===== config.mk =====
export PLATFORM = sky130hd
export DESIGN_NAME = bnn_neuron_unit
export DESIGN_NICKNAME = d
export VERILOG_FILES = /design/src/rtl/bnn_pkg.sv /design/src/rtl/bnn_group_popcount.sv /design/src/rtl/bnn_count_sum.sv /design/src/rtl/bnn_dot_sign.sv /design/src/rtl/bnn_scale_mul.sv /design/src/rtl/bnn_neuron_unit.sv
export SDC_FILE = /design/constraint.sdc
export NUM_CORES = 1
export LEC_CHECK = 0
export BUFFER_PORTS_ARGS = -buffer_cell sky130_fd_sc_hd__buf_2
export CAP_MARGIN = 20
export CORE_ASPECT_RATIO = 0.7
export CORE_MARGIN = 3
export CORE_UTILIZATION = 60
export CTS_CLUSTER_SIZE = 20
export DETAILED_ROUTE_END_ITERATION = 6
export PLACE_DENSITY = 0.87
export RECOVER_POWER = 50
export SLEW_MARGIN = 20
export SYNTH_ARGS = -nofsm -noshare
export SYNTH_HDL_FRONTEND = slang
export SYNTH_HIERARCHICAL = 1
export SYNTH_SLANG_ARGS = --single-unit

===== constraint.sdc =====
create_clock -name clk -period 11 [get_ports clk]
set_input_delay 3.3 -clock clk [delete_from_list [all_inputs] [get_ports clk]]
set_output_delay 3.3 -clock clk [all_outputs]
set_load 0.02 [all_outputs]

===== src/rtl/bnn_pkg.sv =====
package bnn_pkg;

    // Bits needed to hold a count from 0 to n inclusive.
    function automatic int count_width(input int n);
        return $clog2(n + 1);
    endfunction

    // Number of groups needed to cover n bits in slices of g bits.
    function automatic int group_count(input int n, input int g);
        return (n + g - 1) / g;
    endfunction

endpackage


===== src/rtl/bnn_group_popcount.sv =====
module bnn_group_popcount #(
    parameter int GROUP_W = 16,
    localparam int GC_W   = bnn_pkg::count_width(GROUP_W)
) (
    input  logic [GROUP_W-1:0] act,
    input  logic [GROUP_W-1:0] wgt,
    output logic [GC_W-1:0]    agree_cnt
);

    logic [GROUP_W-1:0] agree;

    always_comb begin
        // Binary product: 1 where the two bits agree.
        agree     = ~(act ^ wgt);
        agree_cnt = '0;
        for (int i = 0; i < GROUP_W; i++) begin
            agree_cnt = agree_cnt + GC_W'(agree[i]);
        end
    end

endmodule


===== src/rtl/bnn_count_sum.sv =====
module bnn_count_sum #(
    parameter int NUM_G = 4,
    parameter int GC_W  = 5,
    parameter int CNT_W = 7
) (
    input  logic [NUM_G*GC_W-1:0] group_cnts,
    output logic [CNT_W-1:0]      total
);

    always_comb begin
        total = '0;
        for (int g = 0; g < NUM_G; g++) begin
            total = total + CNT_W'(group_cnts[g*GC_W +: GC_W]);
        end
    end

endmodule


===== src/rtl/bnn_dot_sign.sv =====
module bnn_dot_sign #(
    parameter int N     = 64,
    parameter int CNT_W = 7,
    localparam int DOT_W = CNT_W + 1
) (
    input  logic [CNT_W-1:0] agree_total,
    output logic [DOT_W-1:0] dot,
    output logic             sign_bit
);

    always_comb begin
        // 2*count - N, modulo 2^DOT_W, exact because |dot| <= N < 2^(DOT_W-1).
        dot      = {agree_total, 1'b0} - DOT_W'(N);
        // Sign rule: zero maps to +1.
        sign_bit = ~dot[DOT_W-1];
    end

endmodule


===== src/rtl/bnn_scale_mul.sv =====
module bnn_scale_mul #(
    parameter int DOT_W   = 8,
    parameter int ALPHA_W = 8,
    localparam int PROD_W = DOT_W + ALPHA_W
) (
    input  logic [DOT_W-1:0]   dot,
    input  logic [ALPHA_W-1:0] alpha,
    output logic [PROD_W-1:0]  prod
);

    logic [PROD_W-1:0] dot_ext;
    logic [PROD_W-1:0] alpha_ext;

    always_comb begin
        // Sign-extend the dot, zero-extend the scale; the low PROD_W bits of
        // the product are the exact two's complement result.
        dot_ext   = {{ALPHA_W{dot[DOT_W-1]}}, dot};
        alpha_ext = {{DOT_W{1'b0}}, alpha};
        prod      = dot_ext * alpha_ext;
    end

endmodule


===== src/rtl/bnn_neuron_unit.sv =====
module bnn_neuron_unit #(
    parameter int N       = 64,
    parameter int ALPHA_W = 8,
    parameter int GROUP_W = 16,
    localparam int CNT_W  = bnn_pkg::count_width(N),
    localparam int DOT_W  = CNT_W + 1,
    localparam int PROD_W = DOT_W + ALPHA_W
) (
    input  logic               clk,
    input  logic               rst,
    input  logic               in_valid,
    output logic               in_ready,
    input  logic [N-1:0]       in_act,
    input  logic [N-1:0]       in_wgt,
    input  logic [ALPHA_W-1:0] in_alpha,
    output logic               out_valid,
    input  logic               out_ready,
    output logic [DOT_W-1:0]   out_dot,
    output logic [PROD_W-1:0]  out_scaled,
    output logic               out_bit
);

    localparam int NUM_G = bnn_pkg::group_count(N, GROUP_W);
    localparam int GC_W  = bnn_pkg::count_width(GROUP_W);
    localparam int PAD_N = NUM_G * GROUP_W;

    typedef struct packed {
        logic                    v;
        logic [ALPHA_W-1:0]      alpha;
        logic [NUM_G*GC_W-1:0]   cnts;
    } st_grp_t;

    typedef struct packed {
        logic                    v;
        logic [ALPHA_W-1:0]      alpha;
        logic [CNT_W-1:0]        cnt;
    } st_sum_t;

    typedef struct packed {
        logic                    v;
        logic [ALPHA_W-1:0]      alpha;
        logic [DOT_W-1:0]        dot;
        logic                    sgn;
    } st_dot_t;

    typedef struct packed {
        logic                    v;
        logic [DOT_W-1:0]        dot;
        logic [PROD_W-1:0]       prod;
        logic                    sgn;
    } st_out_t;

    typedef struct packed {
        st_grp_t s1;
        st_sum_t s2;
        st_dot_t s3;
        st_out_t s4;
    } pipe_t;

    pipe_t pipe_d;
    pipe_t pipe_q;

    logic [PAD_N-1:0]      act_pad;
    logic [PAD_N-1:0]      wgt_pad;
    logic [NUM_G*GC_W-1:0] grp_cnt;
    logic [CNT_W-1:0]      sum_cnt;
    logic [DOT_W-1:0]      dot_val;
    logic                  dot_sgn;
    logic [PROD_W-1:0]     prod_val;
    logic                  advance;

    // Pad a partial last group with act=0, wgt=1 so padding never agrees.
    if (PAD_N > N) begin : g_pad
        assign act_pad = {{(PAD_N-N){1'b0}}, in_act};
        assign wgt_pad = {{(PAD_N-N){1'b1}}, in_wgt};
    end else begin : g_nopad
        assign act_pad = in_act;
        assign wgt_pad = in_wgt;
    end

    for (genvar g = 0; g < NUM_G; g++) begin : g_grp
        bnn_group_popcount #(
            .GROUP_W (GROUP_W)
        ) u_grp (
            .act       (act_pad[g*GROUP_W +: GROUP_W]),
            .wgt       (wgt_pad[g*GROUP_W +: GROUP_W]),
            .agree_cnt (grp_cnt[g*GC_W +: GC_W])
        );
    end

    bnn_count_sum #(
        .NUM_G (NUM_G),
        .GC_W  (GC_W),
        .CNT_W (CNT_W)
    ) u_sum (
        .group_cnts (pipe_q.s1.cnts),
        .total      (sum_cnt)
    );

    bnn_dot_sign #(
        .N     (N),
        .CNT_W (CNT_W)
    ) u_dot (
        .agree_total (pipe_q.s2.cnt),
        .dot         (dot_val),
        .sign_bit    (dot_sgn)
    );

    bnn_scale_mul #(
        .DOT_W   (DOT_W),
        .ALPHA_W (ALPHA_W)
    ) u_mul (
        .dot   (pipe_q.s3.dot),
        .alpha (pipe_q.s3.alpha),
        .prod  (prod_val)
    );

    // Whole pipeline moves unless a finished result is being held.
    assign advance = ~(pipe_q.s4.v & ~out_ready);

    always_comb begin
        pipe_d = pipe_q;
        if (advance) begin
            pipe_d.s1.v     = in_valid;
            pipe_d.s1.alpha = in_alpha;
            pipe_d.s1.cnts  = grp_cnt;

            pipe_d.s2.v     = pipe_q.s1.v;
            pipe_d.s2.alpha = pipe_q.s1.alpha;
            pipe_d.s2.cnt   = sum_cnt;

            pipe_d.s3.v     = pipe_q.s2.v;
            pipe_d.s3.alpha = pipe_q.s2.alpha;
            pipe_d.s3.dot   = dot_val;
            pipe_d.s3.sgn   = dot_sgn;

            pipe_d.s4.v     = pipe_q.s3.v;
            pipe_d.s4.dot   = pipe_q.s3.dot;
            pipe_d.s4.prod  = prod_val;
            pipe_d.s4.sgn   = pipe_q.s3.sgn;
        end
        if (rst) begin
            pipe_d.s1.v = 1'b0;
            pipe_d.s2.v = 1'b0;
            pipe_d.s3.v = 1'b0;
            pipe_d.s4.v = 1'b0;
        end
    end

    always_ff @(posedge clk) begin
        pipe_q <= pipe_d;
    end

    assign in_ready   = advance;
    assign out_valid  = pipe_q.s4.v;
    assign out_dot    = pipe_q.s4.dot;
    assign out_scaled = pipe_q.s4.prod;
    assign out_bit    = pipe_q.s4.sgn;

endmodule


==> metrics.log <==
[metrics] crit path kind: in2out
[metrics] starting density of the core: 63.16%
[metrics] core area: 12060 sq um
[metrics] Max Fanout on Critical Path: 5
[metrics] Distinct cells, synth: 43
[metrics] Cells after Synth: 640
[metrics] DRC violation count after routing: 0
[metrics] Sink Count: 89
[metrics] most frequent cells in the layout: 139 x sky130_fd_sc_hd__buf_2, 133 x sky130_fd_sc_hd__inv_1, 87 x sky130_fd_sc_hd__fa_1, 85 x sky130_fd_sc_hd__edfxtp_1
[metrics] TritonCTS clock tree: done
[metrics] required time at the worst-slack endpoint: 7700 ps
[metrics] most frequent standard cell in the layout excluding fill and tap cells: sky130_fd_sc_hd__buf_2
[metrics] IO buf count: 166
[metrics] depth of the worst register-to-register path: 14
[metrics] Post-layout nets: 1080
[metrics] GRT Util Overall: 21.11%
[metrics] level count of the clock H-tree: 3
[metrics] violated checks: capacitance limit, slew limit
[metrics] mean number of vias per cell: 5.091
[metrics] length of the first detailed-routing pass in iterations: 4
[metrics] number of antenna violations at the first check in global routing: 0
[metrics] Top-Level Pins: 167
[metrics] Hold Path Cell Cnt: 0
[metrics] latest clock arrival within the worst-skew pair: 340 ps
[metrics] type of destination of the critical path: primary output
[metrics] Iteration-0 DRC Markers: 247
[metrics] Critical Path AT: 3980 ps
[metrics] CTS resizes: 0
[metrics] first-pass GRT wire length: 23.53 mm
[metrics] register clock-pin slew on the reported worst setup and hold paths: 60 ps
[metrics] MaxCap Viol Count: 1
[metrics] routability congestion estimate from global placement: 0.8058
[metrics] count of buffers added by post-CTS timing repair for setup: 0
[metrics] routing layer with the top usage in global route: met2
[metrics] wire length per cell after detailed routing: 14.98 um
[metrics] number of endpoints with negative hold slack in the final report: 0
[metrics] multi-input combinational cell area: 4235 sq um
[metrics] cells taking the most area after synthesis: sky130_fd_sc_hd__edfxtp_1 34%, sky130_fd_sc_hd__fa_1 23%, sky130_fd_sc_hd__ha_1 11%, sky130_fd_sc_hd__xnor2_1 7.6%, sky130_fd_sc_hd__inv_1 6.6%
[metrics] setup-violating endpoint count in the final report: 0
[metrics] Routed Antenna Nets: 0
[metrics] fraction of layout instances using a drive strength above 1: 21.09%
[metrics] clock tree buffer depth: 2
[metrics] buffer cell driving the clock tree root: sky130_fd_sc_hd__clkbuf_16
[metrics] Final Cycle Share: 66.21%
[metrics] met2 capacity usage during global routing: 40.48%
[metrics] cell accounting for the most synthesized area: sky130_fd_sc_hd__edfxtp_1
[metrics] Synth Register Bits: 89
[metrics] total length of routed wires: 14.21 mm
[metrics] Final Skew: 5.231 ps
[metrics] die area: 14100 sq um
[metrics] maximum number of pins on one net before global-route repair: 87
[metrics] Sequential Area: 2633 sq um
[metrics] Synth-to-Final Area Change: 14.26%
[metrics] antenna cell count: 0
[metrics] die width: 140.7 um
[metrics] time the worst path needs with I/O delays and setup: 7283 ps
[metrics] # hold bufs at CTS: 0
[metrics] global-route met1 utilization: 23.09%
[metrics] Warnings, synthesis: 6
[metrics] max frequency: 0.1373 GHz
[metrics] total via count after detailed routing: 4831
[metrics] grt ovf: 0
[metrics] Synthesized Nets: 933
[metrics] Slew Limit Headroom: -194.2%
[metrics] Fillers: 823
[metrics] worst slew pin tran: 4413 ps
[metrics] TritonCTS buffer count: 9
[metrics] status: finished, violations left
[metrics] unrepaired setup endpoints after global routing: no
[metrics] fraction of post-synthesis cell area in the top cell type by area: 33.52%
[metrics] DIE HEIGHT: 100.3 um
[metrics] half-perimeter wire length of the detailed placement result: 11.59 mm
[metrics] sequential-to-total area share from yosys stat: 34.57%
[metrics] type of origin of the critical path: input port
[metrics] average cell area after synthesis: 11.90 sq um
[metrics] class of the worst hold path: reg2reg
[metrics] post-route setup TNS: 0 ps
[metrics] Final Max Slew Viols: 87
[metrics] met3 usage in global routing: 4.762%
[metrics] number of rows in the core area: 33
[metrics] vias in the first global route: 5359
[metrics] cell area after synthesis: 7615 sq um
## kinds of logic after synthesis
kind of cell	Yosys count	synth area share (%)
AOI/OAI and AO/OA	44	4.404
xor gates and xnor gates	87	10.01
adders and majority gates	153	33.72
buffers and inverters	165	9.612
DFF	89	34.57
muxes	2	0.2629
other	1	0.04925
and+or+nand+nor	99	7.378
## layout make-up
cell class	count	share of cell area, %
Clock inverter	5	1.021
Sequential cell	89	30.26
Multi-Input combinational cell	386	48.68
Timing Repair Buffer	167	9.203
Tap cell	157	2.258
Inverter	134	5.795
Clock buffer	11	2.790
## worst max-delay path, stage by stage
cell                       delay [ps]
sky130_fd_sc_hd__clkbuf_1          80
sky130_fd_sc_hd__nor2b_1          360
sky130_fd_sc_hd__inv_1             70
sky130_fd_sc_hd__buf_2            170
## per-stage QoR
| stage | util (%) | hold WS [ps] | std cells | worst slack (ps) | cell area (sq um) |
|---|---|---|---|---|---|
| 2_1_floorplan | - | 400.3 | 640 | 4125 | 7615 |
| 3_3_place_gp | 69.85 | 401.1 | 933 | 3910 | 8422 |
| 3_5_place_dp | 69.85 | 404.5 | 933 | 3889 | 8422 |
| 4_1_cts | 72.60 | 418.6 | 949 | 3888 | 8753 |
| 5_1_grt | 72.17 | 427.1 | 949 | 3606 | 8701 |
| 6_report | 72.17 | 414.9 | 949 | 3717 | 8701 |
## final timing paths
path	start	end	slack [ps]
worst max-delay path	out_ready	in_ready	3720
worst min-delay path	pipe_q[82]	pipe_q[53]	410
worst max register to register	pipe_q[34]	out_scaled[15]	6520
worst min register to register	pipe_q[82]	pipe_q[53]	410
## registers in the layout (all words and copies together) (netlist names)
name and count:
pipe_q 63, out_scaled 16, out_dot 8, out_bit 1, out_valid 1
## synth_stat cells
master and number:
sky130_fd_sc_hd__nand2_1 19, sky130_fd_sc_hd__xnor2_1 66, sky130_fd_sc_hd__or2_2 1, sky130_fd_sc_hd__o211ai_1 1, sky130_fd_sc_hd__inv_2 1, sky130_fd_sc_hd__or3_1 1
sky130_fd_sc_hd__a21o_1 9, sky130_fd_sc_hd__nand2b_1 6, sky130_fd_sc_hd__a21oi_2 6, sky130_fd_sc_hd__o211ai_2 1, sky130_fd_sc_hd__fa_1 87, sky130_fd_sc_hd__nand3_1 5
sky130_fd_sc_hd__nor2b_4 2, sky130_fd_sc_hd__ha_1 66, sky130_fd_sc_hd__nor2_1 10, sky130_fd_sc_hd__a311oi_1 1, sky130_fd_sc_hd__a211o_1 1, sky130_fd_sc_hd__conb_1 1
sky130_fd_sc_hd__nor2b_1 4, sky130_fd_sc_hd__xor2_1 21, sky130_fd_sc_hd__o21a_1 5, sky130_fd_sc_hd__nor4_1 1, sky130_fd_sc_hd__a21oi_1 11, sky130_fd_sc_hd__a2111o_1 1
sky130_fd_sc_hd__mux2i_1 2, sky130_fd_sc_hd__dfxtp_1 4, sky130_fd_sc_hd__inv_1 133, sky130_fd_sc_hd__a21o_2 1, sky130_fd_sc_hd__and2_0 1, sky130_fd_sc_hd__nor3_1 3
sky130_fd_sc_hd__o21ai_1 1, sky130_fd_sc_hd__nand4bb_1 1, sky130_fd_sc_hd__a21boi_2 1, sky130_fd_sc_hd__o21ai_2 2, sky130_fd_sc_hd__a221oi_1 1, sky130_fd_sc_hd__and2_1 41
sky130_fd_sc_hd__o31a_4 1, sky130_fd_sc_hd__nand4_1 2, sky130_fd_sc_hd__clkbuf_1 1, sky130_fd_sc_hd__buf_4 30, sky130_fd_sc_hd__edfxtp_1 85, sky130_fd_sc_hd__o21ai_0 1
sky130_fd_sc_hd__and4_1 2
## layer usage
layer	wire, um	share of wire, %
met1	5173	36
met2	7824	55
met3	812	5.7
met4	402	2.8
met5	0	0
Power is left out: the tool's default activity adds up to more than one toggle a clock period on the data nets, which glitch-free logic cannot reach.
